==> config.mk <==
export PLATFORM = sky130hd
export DESIGN_NAME = uart_nco
export DESIGN_NICKNAME = d
export VERILOG_FILES = /design/src/rtl/uart_nco_pkg.sv /design/src/rtl/uart_nco_baud.sv /design/src/rtl/uart_nco_txq.sv /design/src/rtl/uart_nco_txser.sv /design/src/rtl/uart_nco_rxser.sv /design/src/rtl/uart_nco.sv
export SDC_FILE = /design/constraint.sdc
export NUM_CORES = 1
export LEC_CHECK = 0
export ABC_AREA = 1
export BUFFER_PORTS_ARGS = -buffer_cell sky130_fd_sc_hd__buf_2
export CORE_MARGIN = 5
export CORE_UTILIZATION = 25
export CTS_CLUSTER_DIAMETER = 40
export DETAILED_ROUTE_END_ITERATION = 12
export PLACE_DENSITY = 0.49
export SLEW_MARGIN = 20
export SYNTH_ARGS = -nofsm -noshare
export SYNTH_HDL_FRONTEND = slang
export SYNTH_SLANG_ARGS = --single-unit
==> constraint.sdc <==
create_clock -name clk -period 5.35 [get_ports clk]
set_clock_uncertainty 0.2 [all_clocks]
set_input_delay 0.8025 -clock clk [delete_from_list [all_inputs] [get_ports clk]]
set_output_delay 0.8025 -clock clk [all_outputs]
set_load 0.03 [all_outputs]
==> src/rtl/uart_nco_pkg.sv <==
package uart_nco_pkg;
   // word indices of the register file
   localparam logic [3:0] REG_ISTATE  = 4'd0;
   localparam logic [3:0] REG_IENABLE = 4'd1;
   localparam logic [3:0] REG_ITEST   = 4'd2;
   localparam logic [3:0] REG_CTRL    = 4'd3;
   localparam logic [3:0] REG_STATUS  = 4'd4;
   localparam logic [3:0] REG_RDATA   = 4'd5;
   localparam logic [3:0] REG_WDATA   = 4'd6;
   localparam logic [3:0] REG_FCTRL   = 4'd7;
   localparam logic [3:0] REG_FSTATUS = 4'd8;
   localparam logic [3:0] REG_OVRD    = 4'd9;
   localparam logic [3:0] REG_VAL     = 4'd10;
   localparam logic [3:0] REG_TMO     = 4'd11;

   // interrupt bit positions
   localparam int unsigned IRQ_TXWM  = 0;
   localparam int unsigned IRQ_RXWM  = 1;
   localparam int unsigned IRQ_TXEMP = 2;
   localparam int unsigned IRQ_RXOVF = 3;
   localparam int unsigned IRQ_N     = 4;

   // control and queue control fields
   localparam int unsigned CTRL_TXEN    = 0;
   localparam int unsigned CTRL_RXEN    = 1;
   localparam int unsigned CTRL_NCO_LSB = 16;
   localparam int unsigned FC_TXFLUSH   = 1;
   localparam int unsigned FC_TXTHR_LSB = 8;
   localparam int unsigned FC_RXTHR_LSB = 16;
   localparam int unsigned FC_RXTHR_W   = 3;

   typedef enum logic [1:0] {
      RXS_IDLE,
      RXS_START,
      RXS_DATA,
      RXS_STOP
   } rx_state_e;
endpackage

==> src/rtl/uart_nco_baud.sv <==
module uart_nco_baud #(
   parameter int unsigned NCO_W = 16
) (
   input  logic             clk,
   input  logic             rst_n,
   input  logic [NCO_W-1:0] inc,
   output logic             tick
);
   logic [NCO_W-1:0] acc;
   logic [NCO_W:0]   sum;

   assign sum = {1'b0, acc} + {1'b0, inc};

   always_ff @(posedge clk or negedge rst_n) begin
      if (!rst_n) begin
         acc  <= '0;
         tick <= 1'b0;
      end else begin
         acc  <= sum[NCO_W-1:0];
         tick <= sum[NCO_W];
      end
   end
endmodule

==> src/rtl/uart_nco_txq.sv <==
module uart_nco_txq #(
   parameter  int unsigned DEPTH = 32,
   parameter  int unsigned DW    = 8,
   localparam int unsigned AW    = $clog2(DEPTH),
   localparam int unsigned LVL_W = AW + 1
) (
   input  logic             clk,
   input  logic             rst_n,
   input  logic             push,
   input  logic [DW-1:0]    wdata,
   input  logic             pop,
   input  logic             flush,
   output logic [DW-1:0]    rdata,
   output logic [LVL_W-1:0] level,
   output logic [LVL_W-1:0] level_nx,
   output logic             push_ok
);
   logic [DW-1:0] mem [DEPTH];
   logic [AW-1:0] wr_ptr, rd_ptr;
   logic          full;

   assign full     = (level == LVL_W'(DEPTH));
   assign push_ok  = push & ~full;
   assign rdata    = mem[rd_ptr];
   assign level_nx = flush ? '0 : level + LVL_W'(push_ok) - LVL_W'(pop);

   always_ff @(posedge clk) begin
      if (push_ok) mem[wr_ptr] <= wdata;
   end

   always_ff @(posedge clk or negedge rst_n) begin
      if (!rst_n) begin
         wr_ptr <= '0;
         rd_ptr <= '0;
         level  <= '0;
      end else begin
         level <= level_nx;
         if (flush) begin
            wr_ptr <= '0;
            rd_ptr <= '0;
         end else begin
            if (push_ok) wr_ptr <= wr_ptr + 1'b1;
            if (pop)     rd_ptr <= rd_ptr + 1'b1;
         end
      end
   end


   level_bound_chk: assert property (@(posedge clk) disable iff (!rst_n)
      level <= LVL_W'(DEPTH));

   flush_zero_chk: assert property (@(posedge clk) disable iff (!rst_n)
      flush |=> (level == '0));

   full_drop_chk: assert property (@(posedge clk) disable iff (!rst_n)
      (push && level == LVL_W'(DEPTH) && !pop && !flush) |=> (level == LVL_W'(DEPTH)));
endmodule

==> src/rtl/uart_nco_txser.sv <==
module uart_nco_txser #(
   parameter  int unsigned OS_RATE = 16,
   localparam int unsigned CW      = $clog2(OS_RATE)
) (
   input  logic       clk,
   input  logic       rst_n,
   input  logic       tick,
   input  logic       start,
   input  logic [7:0] data,
   output logic       busy,
   output logic       line
);
   logic [9:0]    shreg;
   logic [CW-1:0] tcnt;
   logic [3:0]    bcnt;

   assign line = busy ? shreg[0] : 1'b1;

   always_ff @(posedge clk or negedge rst_n) begin
      if (!rst_n) begin
         shreg <= '1;
         tcnt  <= '0;
         bcnt  <= '0;
         busy  <= 1'b0;
      end else if (start && !busy) begin
         shreg <= {1'b1, data, 1'b0};
         tcnt  <= '0;
         bcnt  <= '0;
         busy  <= 1'b1;
      end else if (busy && tick) begin
         if (tcnt == CW'(OS_RATE - 1)) begin
            tcnt  <= '0;
            shreg <= {1'b1, shreg[9:1]};
            bcnt  <= bcnt + 1'b1;
            if (bcnt == 4'd9) busy <= 1'b0;
         end else begin
            tcnt <= tcnt + 1'b1;
         end
      end
   end


   start_low_chk: assert property (@(posedge clk) disable iff (!rst_n)
      (start && !busy) |=> !line);
endmodule

==> src/rtl/uart_nco_rxser.sv <==
module uart_nco_rxser
   import uart_nco_pkg::*;
#(
   parameter  int unsigned OS_RATE = 16,
   localparam int unsigned CW      = $clog2(OS_RATE)
) (
   input  logic       clk,
   input  logic       rst_n,
   input  logic       en,
   input  logic       tick,
   input  logic       rx_in,
   output logic       done,
   output logic [7:0] data
);
   logic          s1, s2;
   rx_state_e     state;
   logic [CW-1:0] cnt;
   logic [2:0]    nbits;

   always_ff @(posedge clk or negedge rst_n) begin
      if (!rst_n) begin
         s1 <= 1'b1;
         s2 <= 1'b1;
      end else begin
         s1 <= rx_in;
         s2 <= s1;
      end
   end

   always_ff @(posedge clk or negedge rst_n) begin
      if (!rst_n) begin
         state <= RXS_IDLE;
         cnt   <= '0;
         nbits <= '0;
         data  <= '0;
         done  <= 1'b0;
      end else begin
         done <= 1'b0;
         if (!en) begin
            state <= RXS_IDLE;
         end else if (tick) begin
            case (state)
               RXS_IDLE: begin
                  cnt <= '0;
                  if (!s2) state <= RXS_START;
               end
               RXS_START: begin
                  if (cnt == CW'(OS_RATE / 2 - 1)) begin
                     cnt   <= '0;
                     nbits <= '0;
                     state <= s2 ? RXS_IDLE : RXS_DATA;
                  end else begin
                     cnt <= cnt + 1'b1;
                  end
               end
               RXS_DATA: begin
                  if (cnt == CW'(OS_RATE - 1)) begin
                     cnt   <= '0;
                     data  <= {s2, data[7:1]};
                     nbits <= nbits + 1'b1;
                     if (nbits == 3'd7) state <= RXS_STOP;
                  end else begin
                     cnt <= cnt + 1'b1;
                  end
               end
               default: begin
                  if (cnt == CW'(OS_RATE - 1)) begin
                     cnt   <= '0;
                     state <= RXS_IDLE;
                     done  <= s2;
                  end else begin
                     cnt <= cnt + 1'b1;
                  end
               end
            endcase
         end
      end
   end
endmodule

==> src/rtl/uart_nco.sv <==
module uart_nco
   import uart_nco_pkg::*;
#(
   parameter int unsigned TXQ_DEPTH = 32,
   parameter int unsigned NCO_W     = 16,
   parameter int unsigned OS_RATE   = 16
) (
   input  logic        clk,
   input  logic        rst_n,
   input  logic        bus_sel,
   input  logic        bus_we,
   input  logic [3:0]  bus_widx,
   input  logic [31:0] bus_wdata,
   output logic [31:0] bus_rdata,
   output logic        ser_tx,
   input  logic        ser_rx,
   output logic        irq_tx_wmark,
   output logic        irq_rx_wmark,
   output logic        irq_tx_empty,
   output logic        irq_rx_ovf
);
   localparam int unsigned THR_W = $clog2(TXQ_DEPTH);
   localparam int unsigned LVL_W = THR_W + 1;

   generate
      if (TXQ_DEPTH < 2 || (TXQ_DEPTH & (TXQ_DEPTH - 1)) != 0) begin : g_bad_depth
         $error("TXQ_DEPTH must be a power of two of at least 2");
      end
      if (CTRL_NCO_LSB + NCO_W > 32) begin : g_bad_nco
         $error("NCO field does not fit the control word");
      end
      if (FC_TXTHR_LSB + THR_W > FC_RXTHR_LSB || LVL_W > 32) begin : g_bad_thr
         $error("transmit threshold field overlaps the receive threshold");
      end
      if (OS_RATE < 4 || (OS_RATE & (OS_RATE - 1)) != 0) begin : g_bad_os
         $error("OS_RATE must be a power of two of at least 4");
      end
   endgenerate

   logic                 wr, rd;
   logic [31:0]          ctrl_q, fctrl_q, ovrd_q, val_q, tmo_q;
   logic [IRQ_N-1:0]     istate_q, ienable_q, hw_set, hw_clr, w1c, tset, irq_vec;
   logic                 rx_idle_q, rx_empty_q;
   logic [7:0]           rx_hold_q;
   logic                 tick, tx_busy, rx_done;
   logic [7:0]           rx_byte, q_head;
   logic                 q_push, q_pop, q_flush, q_push_ok;
   logic [LVL_W-1:0]     q_level, q_level_nx;
   logic [THR_W-1:0]     tx_thr;
   logic [FC_RXTHR_W-1:0] rx_thr;
   logic                 rdata_rd;

   assign wr       = bus_sel & bus_we;
   assign rd       = bus_sel & ~bus_we;
   assign tx_thr   = fctrl_q[FC_TXTHR_LSB +: THR_W];
   assign rx_thr   = fctrl_q[FC_RXTHR_LSB +: FC_RXTHR_W];
   assign q_push   = wr && (bus_widx == REG_WDATA);
   assign q_flush  = wr && (bus_widx == REG_FCTRL) && bus_wdata[FC_TXFLUSH];
   assign q_pop    = ctrl_q[CTRL_TXEN] && !tx_busy && (q_level != '0) && !q_flush;
   assign rdata_rd = rd && (bus_widx == REG_RDATA) && ctrl_q[CTRL_RXEN];
   assign w1c      = (wr && bus_widx == REG_ISTATE) ? bus_wdata[IRQ_N-1:0] : '0;
   assign tset     = (wr && bus_widx == REG_ITEST)  ? bus_wdata[IRQ_N-1:0] : '0;

   uart_nco_baud #(.NCO_W(NCO_W)) u_baud (
      .clk  (clk),
      .rst_n(rst_n),
      .inc  (ctrl_q[CTRL_NCO_LSB +: NCO_W]),
      .tick (tick)
   );

   uart_nco_txq #(.DEPTH(TXQ_DEPTH), .DW(8)) u_txq (
      .clk     (clk),
      .rst_n   (rst_n),
      .push    (q_push),
      .wdata   (bus_wdata[7:0]),
      .pop     (q_pop),
      .flush   (q_flush),
      .rdata   (q_head),
      .level   (q_level),
      .level_nx(q_level_nx),
      .push_ok (q_push_ok)
   );

   uart_nco_txser #(.OS_RATE(OS_RATE)) u_txser (
      .clk  (clk),
      .rst_n(rst_n),
      .tick (tick),
      .start(q_pop),
      .data (q_head),
      .busy (tx_busy),
      .line (ser_tx)
   );

   uart_nco_rxser #(.OS_RATE(OS_RATE)) u_rxser (
      .clk  (clk),
      .rst_n(rst_n),
      .en   (ctrl_q[CTRL_RXEN]),
      .tick (tick),
      .rx_in(ser_rx),
      .done (rx_done),
      .data (rx_byte)
   );

   // hardware interrupt events
   always_comb begin
      hw_set = '0;
      hw_clr = '0;
      hw_set[IRQ_TXWM]  = q_push_ok && (q_level_nx >= LVL_W'(tx_thr));
      hw_clr[IRQ_TXWM]  = q_pop && ((q_level_nx < LVL_W'(tx_thr)) || (q_level_nx == '0));
      hw_set[IRQ_TXEMP] = q_pop && (q_level_nx == '0);
      hw_set[IRQ_RXWM]  = rx_done && (rx_thr == '0);
      hw_set[IRQ_RXOVF] = rx_done && !rx_empty_q;
   end

   always_ff @(posedge clk or negedge rst_n) begin
      if (!rst_n) begin
         istate_q   <= '0;
         ienable_q  <= '0;
         ctrl_q     <= '0;
         fctrl_q    <= '0;
         ovrd_q     <= '0;
         val_q      <= '0;
         tmo_q      <= '0;
         rx_hold_q  <= '0;
         rx_idle_q  <= 1'b1;
         rx_empty_q <= 1'b1;
      end else begin
         istate_q <= (((istate_q | hw_set) & ~hw_clr) & ~w1c) | tset;
         if (wr) begin
            case (bus_widx)
               REG_IENABLE: ienable_q <= bus_wdata[IRQ_N-1:0];
               REG_CTRL:    ctrl_q    <= bus_wdata;
               REG_FCTRL:   fctrl_q   <= bus_wdata;
               REG_OVRD:    ovrd_q    <= bus_wdata;
               REG_VAL:     val_q     <= bus_wdata;
               REG_TMO:     tmo_q     <= bus_wdata;
               default: ;
            endcase
         end
         if (rx_done) begin
            rx_hold_q  <= rx_byte;
            rx_idle_q  <= 1'b0;
            rx_empty_q <= 1'b0;
         end else if (rdata_rd) begin
            rx_idle_q  <= 1'b1;
            rx_empty_q <= 1'b1;
         end
      end
   end

   always_comb begin
      case (bus_widx)
         REG_ISTATE:  bus_rdata = {{(32-IRQ_N){1'b0}}, istate_q};
         REG_IENABLE: bus_rdata = {{(32-IRQ_N){1'b0}}, ienable_q};
         REG_CTRL:    bus_rdata = ctrl_q;
         REG_STATUS:  bus_rdata = {28'd0, rx_empty_q, rx_idle_q, (q_level == '0),
                                   (q_level == LVL_W'(TXQ_DEPTH))};
         REG_RDATA:   bus_rdata = {24'd0, rx_hold_q};
         REG_FCTRL:   bus_rdata = fctrl_q;
         REG_FSTATUS: bus_rdata = {{(32-LVL_W){1'b0}}, q_level};
         REG_OVRD:    bus_rdata = ovrd_q;
         REG_VAL:     bus_rdata = val_q;
         REG_TMO:     bus_rdata = tmo_q;
         default:     bus_rdata = '0;
      endcase
   end

   generate
      for (genvar k = 0; k < IRQ_N; k++) begin : g_irq
         assign irq_vec[k] = istate_q[k] & ienable_q[k];
      end
   endgenerate

   assign irq_tx_wmark = irq_vec[IRQ_TXWM];
   assign irq_rx_wmark = irq_vec[IRQ_RXWM];
   assign irq_tx_empty = irq_vec[IRQ_TXEMP];
   assign irq_rx_ovf   = irq_vec[IRQ_RXOVF];


   test_set_chk: assert property (@(posedge clk) disable iff (!rst_n)
      (wr && bus_widx == REG_ITEST) |=>
         ((istate_q & $past(bus_wdata[IRQ_N-1:0])) == $past(bus_wdata[IRQ_N-1:0])));

   overflow_flag_chk: assert property (@(posedge clk) disable iff (!rst_n)
      (rx_done && !rx_empty_q && !(wr && bus_widx == REG_ISTATE && bus_wdata[IRQ_RXOVF]))
         |=> istate_q[IRQ_RXOVF]);
endmodule

==> results of run 1 <==
## area by class of cell
cell class / instances / area, sq um / area share
multi-input cells: 1394 / 7020 / 0.260
flip-flops and latches: 504 / 13900 / 0.516
repair buffers: 107 / 633 / 0.0235
well taps: 1155 / 1450 / 0.0536
clock inverters: 63 / 971 / 0.0360
inverters: 167 / 629 / 0.0233
clock buffers: 102 / 2360 / 0.0874
## layer usage
metal,up-vias,routed length (um)
met2,479,28100
met4,2,1410
met5,-,11
met1,7969,28200
li1,7642,-
met3,107,3610
## layout by cell type (no fill, tap or decap), types with 4 or more instances in the layout
cell	instances
clkinvlp_4	10
dfrtp_1	234
a22o_1	20
or2_2	9
bufinv_16	22
clkinv_1	14
nand3_1	87
clkbuf_1	7
nand2_2	6
clkinv_2	8
inv_6	6
o211ai_1	39
inv_2	4
nand2_1	416
clkbuf_8	4
buf_2	76
a221oi_1	36
nor3_2	4
edfxtp_1	256
o22ai_1	10
a21oi_1	66
nor3_1	9
clkinv_4	5
nor2_1	264
nand4_1	8
buf_4	29
ha_1	45
inv_1	156
dfstp_2	12
xor2_1	12
o21ai_1	10
o21ai_0	321
clkbuf_16	91
## final timing paths
| check | to | slack, ps |
|---|---|---|
| max reg2reg | istate_q[0] | 1310 |
| min in group clk | u_rxser.s1 | 100 |
| min reg2reg | u_rxser.s2 | 150 |
| max in group asynchronous | u_txser.shreg[5] | 3720 |
| min | ctrl_q[23] | 40 |
| max | bus_rdata[22] | 1220 |
## worst max-delay path, cell delays in order
cell,delay (ps)
buf_2,110
nor2_1,380
nand2_1,250
inv_1,760
buf_4,370
nand2_1,70
nand2_1,60
a221oi_1,50
nand2_1,70
buf_2,200
## cells by family after synthesis
family,share of synthesized area
compound gates,0.134
xor+xnor,0.00598
fa+ha+maj,0.0274
buf+inv,0.0488
flops,0.633
simple gates,0.151
## where the power goes
group | leakage, nW | internal [mW] | switching [mW]
clock | 1.59 | 4.24 | 2.01
combinational | 4.09 | 0.575 | 1.07
sequential | 5.47 | 4.49 | 0.267
## state kept, by name, indices dropped and copies added (netlist names), 9 cells and up
name / cells
u_baud.acc: 16
ovrd_q: 32
fctrl_q: 32
tmo_q: 32
ctrl_q: 32
u_txser.shreg: 9
val_q: 32
u_txq.mem: 256
==> impl_metrics.toml, run 1 <==
[timing]
relSlewSlack = 0.343
hold_ws_ps = 41.7
postLayoutSetupSlackWorst_ps = 1220
tightestPinTransition_ps = 982
fin_crit_sh = 0.773
fin_setup_tns_ps = 0
hold_viol = 0
fmax_ghz = 0.242
finalMaxSlewViolations = 0
rsz0062_at_grt = "no"
setup_violations = 0
period_needed_ps = 4130

[synthesis]
synth_edf_count = 256
netlist_top_cells_area = "edfxtp_1 (35%), dfrtp_1 (27%), o21ai_0 (7.3%)"
syn-num-nets = 2258
netlist.area_leader.share = 0.350
ys_seq_elements = 504
ys_seq_area_frac = 0.633
synth-main-ff-cell = "edfxtp_1"
syn_avg_cell_area_sq_um = 10.1
netlist_instances = 2170
synth_top_area_cell = "edfxtp_1"
synthMostInstantiatedCell = "nand2_1"
synth_area_sq_mm = 0.0220
synthArstFlopShare = 0.492
synth_top_cells_by_count = "nand2_1 (421), o21ai_0 (321), nor2_1 (264)"
yosys_warnings = 0
synth.distinct_cells = 50

[cells_and_area]
fillerInstances = 8993
final_core_util = 0.310
finalInstanceArea_sq_mm = 0.0270
final_cells = 3492
area_growth_pct = 22.7
drive_above_1_share = 0.129
nNetsFinal = 2350
n_antenna_cell = 0

[routing]
drt_iter0_markers = 1403
drt-total-wl_mm = 61.4
vias = 16199
via_per_inst = 4.64
firstDrtPassIters = 5
drc = 0
wl_per_cell_um = 17.6
detail-route-antenna-nets = 0

[setup_path]
r2r.worst_path.cells = 23
path_class = "input port to primary output"
worstPathRequired_ps = 4350
cp-end-kind = "primary output"
setup.worst_path.start_class = "input port"
crit_start = "bus_widx[3]"
cp_max_fo = 19
critPathArrivalTime_ps = 3130
rr_startpoint = "u_txq.level[3]"

[power_and_ir_drop]
leakagePower_nw = 11.1
vdd_drop_max_mv = 0.299
p_total_mw = 12.6
pwr_density_cell_mw_per_mm2 = 469

[floorplanning]
die_h_um = 307
rows = 108
ios = 78
die_area_sq_mm = 0.0940
core_sq_mm = 0.0870
fp.dieW_um = 307
initial_core_util = 0.253

[run_status]
status = "complete, no violations"

[clocking]
cts_tree = "done"
path_clk_slew_ps = 50
clock-root-buffer = "clkbuf_16"
numCtsBuffers = 88
cts_resized = 0
insertion_delay_ps = 620
cts_max_level = 3
cts_buffer_depth = 3
cts.sinks = 504
postCtsSetupBuffers = 0
cts_hold_buffers = 0

[placement]
place_congestion = 0.844
port_buffers = 77
hpwl_mm = 38.9
post_dp_cell_area_sq_mm = 0.0236
dp_slack_ps = 865
dp_cells = 3327

[job]
maxCapViolCount = 0

[global_routing]
grt_pass1_wl_mm = 96.6
antenna_found_initial = 1
grt_overflow = 0
track_usage = 0.129
met1_usage = 0.180
use_met3 = 0.0264
grt.met2_usage = 0.204
top_usage_layer = "met2"
grt_pass1_vias = 16458
grt_max_degree = 119

[min_path]
hp-class = "input port to async pin"
(Power assumes the default switching activity.)
==> run 2, diff against run 1 <==
Clock period 5.35 ns to 4.1 ns, I/O delays scaled along.
==> impl_metrics.toml, run 2 (same netlist as run 1, synthesis figures left out) <==
[run_status]
status = "complete, no violations"

[setup_path]
rr_endpoint = "istate_q[0]"
path_class = "flop to flop"
r2r_slack_ps = 230
worstPathRequired_ps = 4420
critPathArrivalTime_ps = 4190
r2r.worst_path.cells = 22
path_delay_family = "adder cells"
path_cells = "inv_2 -> ha_2 -> nand4_1 -> nand2_2 -> nor2_8 -> ha_1 -> inv_1 -> ha_1 -> inv_1 -> fa_1 -> inv_1 -> nand3_1 -> o211ai_1 -> nand2_1 -> nand3_1 -> inv_1 -> ha_1 -> and3_1 -> a21oi_2 -> nand3_1 -> a21oi_2 -> o21ai_0"
critPathMaxStageDelay_ps = 400
critPathSlowestCell = "fa_1"
critPathMostFrequentCell = "inv_1"
cp-end-kind = "flop"
cp_max_fo = 3
path_buf_inv = 5
rr_startpoint = "u_txq.level[3]"
setup.worst_path.start_class = "flop"

[routing]
drt-total-wl_mm = 61.2
via_per_inst = 4.57
wl_per_cell_um = 17.3
detail-route-antenna-nets = 0
firstDrtPassIters = 5
vias = 16152
drc = 0
drt_iter0_markers = 1344

[global_routing]
grt_pass1_vias = 16594
antenna_found_initial = 1
grt_overflow = 0
track_usage = 0.128
grt_pass1_wl_mm = 96.1
grt_max_degree = 142

[cells_and_area]
drive_above_1_share = 0.148
nNetsFinal = 2388
largest_reg_flops = 256
layout_commonest_cell = "nand2_1"
area_growth_pct = 24.0
final_core_util = 0.313
regMostFlops = "u_txq.mem"
layout_common_cells = "nand2_1 (415), o21ai_0 (321), nor2_1 (264), edfxtp_1 (256), dfrtp_1 (234)"
n_antenna_cell = 0
final_cells = 3533

[timing]
hold_viol = 0
finalMaxSlewViolations = 0
fin_crit_sh = 0.945
relSlewSlack = 0.262
fin_setup_tns_ps = 0
tightestPinTransition_ps = 1110
fmax_ghz = 0.258
period_needed_ps = 3870
rsz0062_at_grt = "no"
setup_violations = 0
hold_ws_ps = 96.4

[floorplanning]
fp.dieW_um = 307
initial_core_util = 0.253
ios = 78
core_sq_mm = 0.0870
rows = 108
die_area_sq_mm = 0.0940
die_h_um = 307

[placement]
place_congestion = 0.827
port_buffers = 77
hpwl_mm = 38.9
dp_cells = 3360

[min_path]
hold-path-endpoint = "ovrd_q[14]"
hold_depth = 3
hp-start = "bus_wdata[14]"
hp-class = "input port to flop"

[job]
maxCapViolCount = 0

[clocking]
insertion_delay_ps = 640
clock-root-buffer = "clkbuf_16"
cts_tree = "done"
cts.sinks = 504
cts_max_level = 3
cts_buffer_depth = 3
path_clk_slew_ps = 50
numCtsBuffers = 91

[power_and_ir_drop]
pwr-share-comb = 0.136
netSwitchingPower_mw = 4.55
p_sw_frac = 0.279
seqPwrFrac = 0.379
leakagePower_nw = 11.3
pwr_density_cell_mw_per_mm2 = 598
p_int_mw = 11.8
clock_power_share = 0.485
vdd_drop_max_mv = 0.399
[run 2: power groups by stage]
stage          clock network (mW)  logic [mW]  registers (mW)
4_1_cts                      8.08        2.22            6.17
6_report                     7.91        2.22            6.18
2_1_floorplan                   0        1.58            6.14
3_5_place_dp                    0        2.20            6.26
3_3_place_gp                    0        2.13            6.24
5_1_grt                      8.32        2.55            6.24
[run 2: final cells by class]
class,count,area [sq um]
clock buffer,100,2390
inverter,167,629
clock inverter,71,897
timing repair buffer,142,951
tap,1155,1450
multi-input combinational,1394,7030
fill,8974,59800
sequential,504,13900
[run 2: stage by stage]
stage	cell area [sq um]	setup slack (ps)	power [mW]
global placement	23900	-15.4	8.37
finish	27300	227	16.3
global route	27300	10.8	17.1
CTS	27200	177	16.5
detailed placement	23900	-10.9	8.46
floorplan	22000	199	7.72
[run 2: worst max-delay path by stage]
stage,from,endpoint,slack [ps],cells past startpoint
floorplan,bus_widx[3],istate_q[0],200,24
global placement,bus_widx[3],istate_q[0],-20,26
detailed placement,bus_widx[3],istate_q[0],-10,24
CTS,u_txq.level[3],istate_q[0],180,23
global route,u_txq.level[2],istate_q[0],10,23
finish,u_txq.level[3],istate_q[0],230,22
[run 2: what timing repair did]
item | in CTS | in global routing
endpoints found under the hold margin | 95 | 0
setup endpoints to repair | 0 | 1
buffers inserted | 0 | 0
gates resized for setup | 0 | 7
hold buffers | 2 | 0
[run 2: per-layer routing]
layer | track usage | routed length, um
met1 | 0.177 | 28100
met2 | 0.202 | 27900
met3 | 0.0273 | 3490
met4 | 0.0420 | 1700
met5 | 0 | 0
[run 2: worst reg2reg max path: stages (launching register included)]
cell      delay (ps)
dfrtp_1          380
inv_2             90
ha_2             190
nand4_1          150
nand2_2          170
nor2_8            50
ha_1             270
inv_1             60
ha_1             150
inv_1             60
fa_1             400
inv_1            100
nand3_1           80
o211ai_1         130
nand2_1           90
nand3_1          120
inv_1             70
ha_1             320
and3_1           220
a21oi_2          140
nand3_1          110
a21oi_2          130
o21ai_0           90
